<file path="src/rtl/irq_agg_pkg.sv">
package irq_agg_pkg;

    localparam int WORD_W = 32;
    localparam int HALF_W = 16;

    typedef logic [HALF_W-1:0] half_t;

    // Register word: status field above, enable field below
    typedef struct packed {
        half_t status;
        half_t enable;
    } ctl_word_t;

    // Ones over bits [base +: count] of a half-word
    function automatic half_t win_mask(input int base, input int count);
        half_t m;
        m = '0;
        for (int i = 0; i < HALF_W; i++) begin
            if (i >= base && i < base + count) m[i] = 1'b1;
        end
        return m;
    endfunction

endpackage

</file>
<file path="src/rtl/irq_src_sync.sv">
module irq_src_sync
    import irq_agg_pkg::*;
#(
    parameter int COUNT  = 7,
    parameter int STAGES = 2
) (
    input  logic             clk,
    input  logic             rst,
    input  logic [COUNT-1:0] src_in,
    output logic [COUNT-1:0] rise_o
);

    localparam int LAST = STAGES - 1;

    for (genvar g = 0; g < COUNT; g++) begin : g_src
        logic [STAGES-1:0] sync_q;
        logic              prev_q;

        always_ff @(posedge clk) begin
            if (rst) begin
                sync_q <= '0;
                prev_q <= 1'b0;
            end else begin
                sync_q <= {sync_q[STAGES-2:0], src_in[g]};
                prev_q <= sync_q[LAST];
            end
        end

        assign rise_o[g] = sync_q[LAST] & ~prev_q;
    end

endmodule

</file>
<file path="src/rtl/irq_ctl_reg.sv">
module irq_ctl_reg
    import irq_agg_pkg::*;
#(
    parameter int BASE  = 0,
    parameter int COUNT = 7
) (
    input  logic             clk,
    input  logic             rst,
    input  logic             wr_en,
    input  ctl_word_t        wr_word,
    input  logic [COUNT-1:0] rise_in,
    output half_t            rise_pos,
    output ctl_word_t        ctl_q
);

    localparam half_t WIN = win_mask(BASE, COUNT);

    half_t     clr_bits;
    ctl_word_t ctl_d;

    assign rise_pos = half_t'(rise_in) << BASE;

    always_comb begin
        clr_bits     = wr_en ? wr_word.status : '0;
        ctl_d.enable = wr_en ? (wr_word.enable & WIN) : ctl_q.enable;
        // a new edge takes precedence over a same-cycle clear
        ctl_d.status = ((ctl_q.status & ~clr_bits) | rise_pos) & WIN;
    end

    always_ff @(posedge clk) begin
        if (rst) ctl_q <= '0;
        else     ctl_q <= ctl_d;
    end

endmodule

</file>
<file path="src/rtl/irq_parent_out.sv">
module irq_parent_out
    import irq_agg_pkg::*;
(
    input  logic      clk,
    input  logic      rst,
    input  ctl_word_t ctl,
    output logic      irq_o
);

    logic pend;

    assign pend = |(ctl.status & ctl.enable);

    always_ff @(posedge clk) begin
        if (rst) irq_o <= 1'b0;
        else     irq_o <= pend;
    end

endmodule

</file>
<file path="src/rtl/irq_aggregator.sv">
module irq_aggregator
    import irq_agg_pkg::*;
#(
    parameter int SRC_BASE    = 0,
    parameter int SRC_COUNT   = 7,
    parameter int SYNC_STAGES = 2
) (
    input  logic                 clk,
    input  logic                 rst,
    input  logic                 bus_wr,
    input  logic [WORD_W-1:0]    bus_wdata,
    output logic [WORD_W-1:0]    bus_rdata,
    input  logic [SRC_COUNT-1:0] src_in,
    output logic                 irq_out
);

    logic [SRC_COUNT-1:0] rise_raw;
    half_t                rise_bits;
    ctl_word_t            wr_word;
    ctl_word_t            ctl_q;

    assign wr_word   = ctl_word_t'(bus_wdata);
    assign bus_rdata = WORD_W'(ctl_q);

    irq_src_sync #(
        .COUNT  (SRC_COUNT),
        .STAGES (SYNC_STAGES)
    ) u_sync (
        .clk    (clk),
        .rst    (rst),
        .src_in (src_in),
        .rise_o (rise_raw)
    );

    irq_ctl_reg #(
        .BASE  (SRC_BASE),
        .COUNT (SRC_COUNT)
    ) u_reg (
        .clk      (clk),
        .rst      (rst),
        .wr_en    (bus_wr),
        .wr_word  (wr_word),
        .rise_in  (rise_raw),
        .rise_pos (rise_bits),
        .ctl_q    (ctl_q)
    );

    irq_parent_out u_out (
        .clk   (clk),
        .rst   (rst),
        .ctl   (ctl_q),
        .irq_o (irq_out)
    );

endmodule

</file>
<file path="config.mk">
export PLATFORM = sky130hd
export DESIGN_NAME = irq_aggregator
export DESIGN_NICKNAME = d
export VERILOG_FILES = /design/src/rtl/irq_agg_pkg.sv /design/src/rtl/irq_src_sync.sv /design/src/rtl/irq_ctl_reg.sv /design/src/rtl/irq_parent_out.sv /design/src/rtl/irq_aggregator.sv
export SDC_FILE = /design/constraint.sdc
export NUM_CORES = 1
export LEC_CHECK = 0
export ABC_AREA = 0
export BUFFER_PORTS_ARGS = -buffer_cell sky130_fd_sc_hd__buf_2
export CAP_MARGIN = 5
export CORE_MARGIN = 1.5
export CORE_UTILIZATION = 25
export CTS_CLUSTER_SIZE = 8
export DETAILED_ROUTE_END_ITERATION = 10
export GPL_TIMING_DRIVEN = 0
export PLACE_DENSITY = 0.47
export SYNTH_ARGS = -nofsm -noshare
export SYNTH_HDL_FRONTEND = slang
export SYNTH_HIERARCHICAL = 1
export SYNTH_SLANG_ARGS = --single-unit
</file>
<file path="constraint.sdc">
create_clock -name clk -period 1.1 [get_ports clk]
set_input_delay 0 -clock clk [delete_from_list [all_inputs] [get_ports clk]]
set_output_delay 0 -clock clk [all_outputs]
set_load 0.02 [all_outputs]
</file>
==> After elaboration in Yosys (flattened, before gate mapping) <==
Index checks and enable logic that the tools add are counted.
{ "totals": {"register_bits": 36, "input_bits": 42, "output_inout_bits": 33, "word_cells": 37} }
{ "classes": {"n_mux": 1, "n_bitwise": 18, "reduce_logical": 1} }
{ "op_table": {"columns": ["cell", "count"], "rows": [
  ["$reduce_or A16 Y1", 1],
  ["$and A7 B7 Y7", 2],
  ["$and A1 B1 Y1", 7],
  ["$mux W7", 1],
  ["$not A1 Y1", 7],
  ["$not A7 Y7", 1],
  ["$or A7 B7 Y7", 1]
]} }

==> Logic depth before layout (Yosys ltp) <==
{ "depth": {"word_depth": 4, "depth_mapped": 4, "ltp_nobuf": 4} }

==> Modules after synthesis <==
The synthesis kept the hierarchy.
{ "modules_own_cells": {"columns": ["mod", "n_inst", "cells_per_inst", "area_each_um2", "seq_area_each_um2"], "rows": [
  ["irq_ctl_reg", 1, 87, 780.7, 280.3],
  ["irq_src_sync", 1, 51, 668.1, 420.4],
  ["irq_parent_out", 1, 11, 106.4, 20.0]
]} }

==> Worst setup path before layout <==
OpenSTA, ideal clock, no wires.
{ "synth_path": {"kind": "register to register", "from": "register, netlist name u_reg/ctl_q[22]", "to": "register u_out.irq_o", "setup_ns": 0.129, "arrival_time_ns": 0.977, "required_time_ns": 0.971, "slack_ns": -0.007, "path_stages_with_launch": 5, "path_buffers": 0, "synth_period_minus_slack_ns": 1.107, "cell_sequence": "dfxtp_1 a22o_1 a221oi_2 and3_1 a31oi_1"} }
{ "synth_between": {"elab_chain_cells": 2} }
{ "synth_rtl": {"columns": ["item", "line", "rtl"], "rows": [
  ["$and A7 B7 Y7", "irq_parent_out.sv:12", "assign pend = |(ctl.status & ctl.enable);"],
  ["$reduce_or A16 Y1", "irq_parent_out.sv:12", null],
  ["to (signal assigned)", "irq_parent_out.sv:16", "else irq_o <= pend;"],
  ["to (decl)", "irq_parent_out.sv:7", "output logic irq_o"]
]} }
No other way between the ends.
A chain may end at the register's enable or synchronous reset.

==> Final worst setup path <==
{ "layout_path": {"from": "register, netlist name u_reg/ctl_q[6]", "to": "register u_out.irq_o"} }
{ "layout_between": {"elab_chain_cells": 2} }
{ "layout_rtl": {"columns": ["item", "line"], "rows": [
  ["$and A7 B7 Y7", "irq_parent_out.sv:12"],
  ["$reduce_or A16 Y1", "irq_parent_out.sv:12"]
]} }
No other way between the ends.

==> run metrics <==
status complete, but fails checks; failing checks setup timing; final slew viol count 0; met3 wire length 205 um; worst setup margin -0.0128 ns; GP Congestion 0.621; Final min period 1.11 ns; worst skew pair latency 0.28 ns; Final #Nets 259; post-synthesis average cell area 10.8 um2; critical path type reg2reg; Worst setup SP type register; metal2 WL 1250 um; CP max stage cell dfxtp_2; H-tree Lvls 2; pre-CTS setup slack -0.0566 ns; Multi-input gate area 563 um2; Switch Pwr 666 uW; TritonCTS buffer count 5; DR iter-0 viols 23; DR vias roughly 1100; hold_ws about 0.01 ns; RSZ-0062 raised after global routing yes; post-route antenna net violation count 0; final wirelength 2820 um; first-pass GRT wire length 4460 um; CP required 1.25 ns; CP max FO 2; Max-Cap Viols 0; CTS clk-pin slew, worst paths 0.07 ns; Worst Path Arrival 1.27 ns; Placed Area 1780 um2; ant diodes 0; Via density about 3.7; post-route cell area between 2000 and 2500 um2; Port Buffers 37; yosys warns 6; top sig layer met4; Gate Count Post-Synth between 100 and 150; die area 6200 um2; Switching Fraction around 24%; clock root cell clkbuf_8; Static Leak 0.000977 uW; die width 78.8 um; cell row count 27; antenna violations before repair 0; CP endpoint kind register; Inst Count DP 259; DR pass1 iterations 3; Core ar. between 5000 and 6000 um2; Tot GR Track Use about a tenth; io pins 75; fmax 899 MHz; setup TNS -0.0128 ns; Post-Layout Cell Count 290; Synth Cell Area around 1400 um2; clk sinks 36; share of layout cells above drive strength 1 42.2%; GR Overflow Total 0; Max Root-Sink Buffers 2; met1 wire length 1330 um; filler cell count 574; Layout area overhead 45.9%; largest net degree at the start of global routing 11; TritonCTS clock tree built; Int Pwr 2100 uW; wire per inst slightly below 10 um; Clk pwr share 33.8%; Comb power frac 16.0%; Flop pwr share 50.2%; post-route DRC violation count 0; PD cells 1320 nW/um2; final hold violations 0; FF/Latch Area 724 um2; CP max stage delay 0.32 ns; # setup viols final 1; Clock Skew 0.00453 ns; Die Y a little under 80 um; HPWL after DPL 2050 um; crit path cell chain a22o_1, a221oi_2, and3_1, a31oi_1; Hold Crit Class in2reg; worst vdd ir 0.656 mV; initial core utilization 26.1%; Tcrit/Tclk final 101%; vias in the first global route 1021
[per-layer routing]
| metal | track usage [%] | up-vias |
|---|---|---|
| li1 | - | 576 |
| met1 | 11.4 | 461 |
| met2 | 14.9 | 37 |
| met3 | 3.45 | 5 |
| met4 | 3.75 | 0 |
| met5 | 0 | - |
[state kept, by name (all words and copies together), names as in the netlist]
register,flops
u_reg/ctl_q,14
u_sync/g_src.sync_q,14
u_sync/g_src.prev_q,7
u_out/irq_o,1
[final timing paths]
check	start	endpoint	slack, ns	depth (start not counted)
setup / recovery	u_reg/ctl_q[6]	u_out/irq_o	-0.01	4
setup reg to reg	u_reg/ctl_q[6]	u_out/irq_o	-0.01	4
hold reg to reg	u_sync/g_src[0].sync_q[0]	u_sync/g_src[0].sync_q[1]	0.44	1
hold / removal	bus_wr	u_reg/ctl_q[2]	0.01	3
[power groups by stage]
stage	clock [uW]	sequential (uW)	combinational, uW
6_report	935	1390	442
2_1_floorplan	0	1450	247
5_1_grt	1030	1400	482
3_5_place_dp	0	1420	378
3_3_place_gp	0	1420	377
4_1_cts	975	1390	443
[per-stage QoR]
step,total power [uW],util (%)
global placement,1800,32.2
finish,2770,38.0
global route,2910,38.0
floorplan,1700,-
detailed placement,1800,32.2
CTS,2810,38.0
[area by class of cell]
class | instances | area share [%]
plain buffers | 23 | 9.03
clock buffers | 8 | 4.30
inverters | 7 | 1.26
multi-input cells | 84 | 26.9
flip-flops and latches | 36 | 34.6
well taps | 72 | 4.30
repair buffers | 60 | 19.6
[cell usage in the layout (no fill, tap or decap), drive strengths merged]
master	count
buf	62
dfxtp	36
nor2b	28
dlygate4sd3	21
conb	18
nor2	14
clkbuf	8
inv	7
a311oi	7
mux2i	7
a22o	3
a221oi	3
a22oi	2
and3	1
a31oi	1
[timing repair]
| action | in CTS | in global routing |
|---|---|---|
| endpoints found under the setup margin | 1 | 1 |
| pin swaps | 2 | 0 |
| endpoints found under the hold margin | 21 | 0 |
| hold buffers | 21 | 0 |
| setup buffers | 2 | 0 |
| gates resized for setup | 2 | 0 |
[critical path, delay by kind of cell, from the launching register on]
family          cells  cell delay, ns
simple gates        1            0.20
flops               1            0.32
compound gates      3            0.48
(Power assumes the default switching activity.)
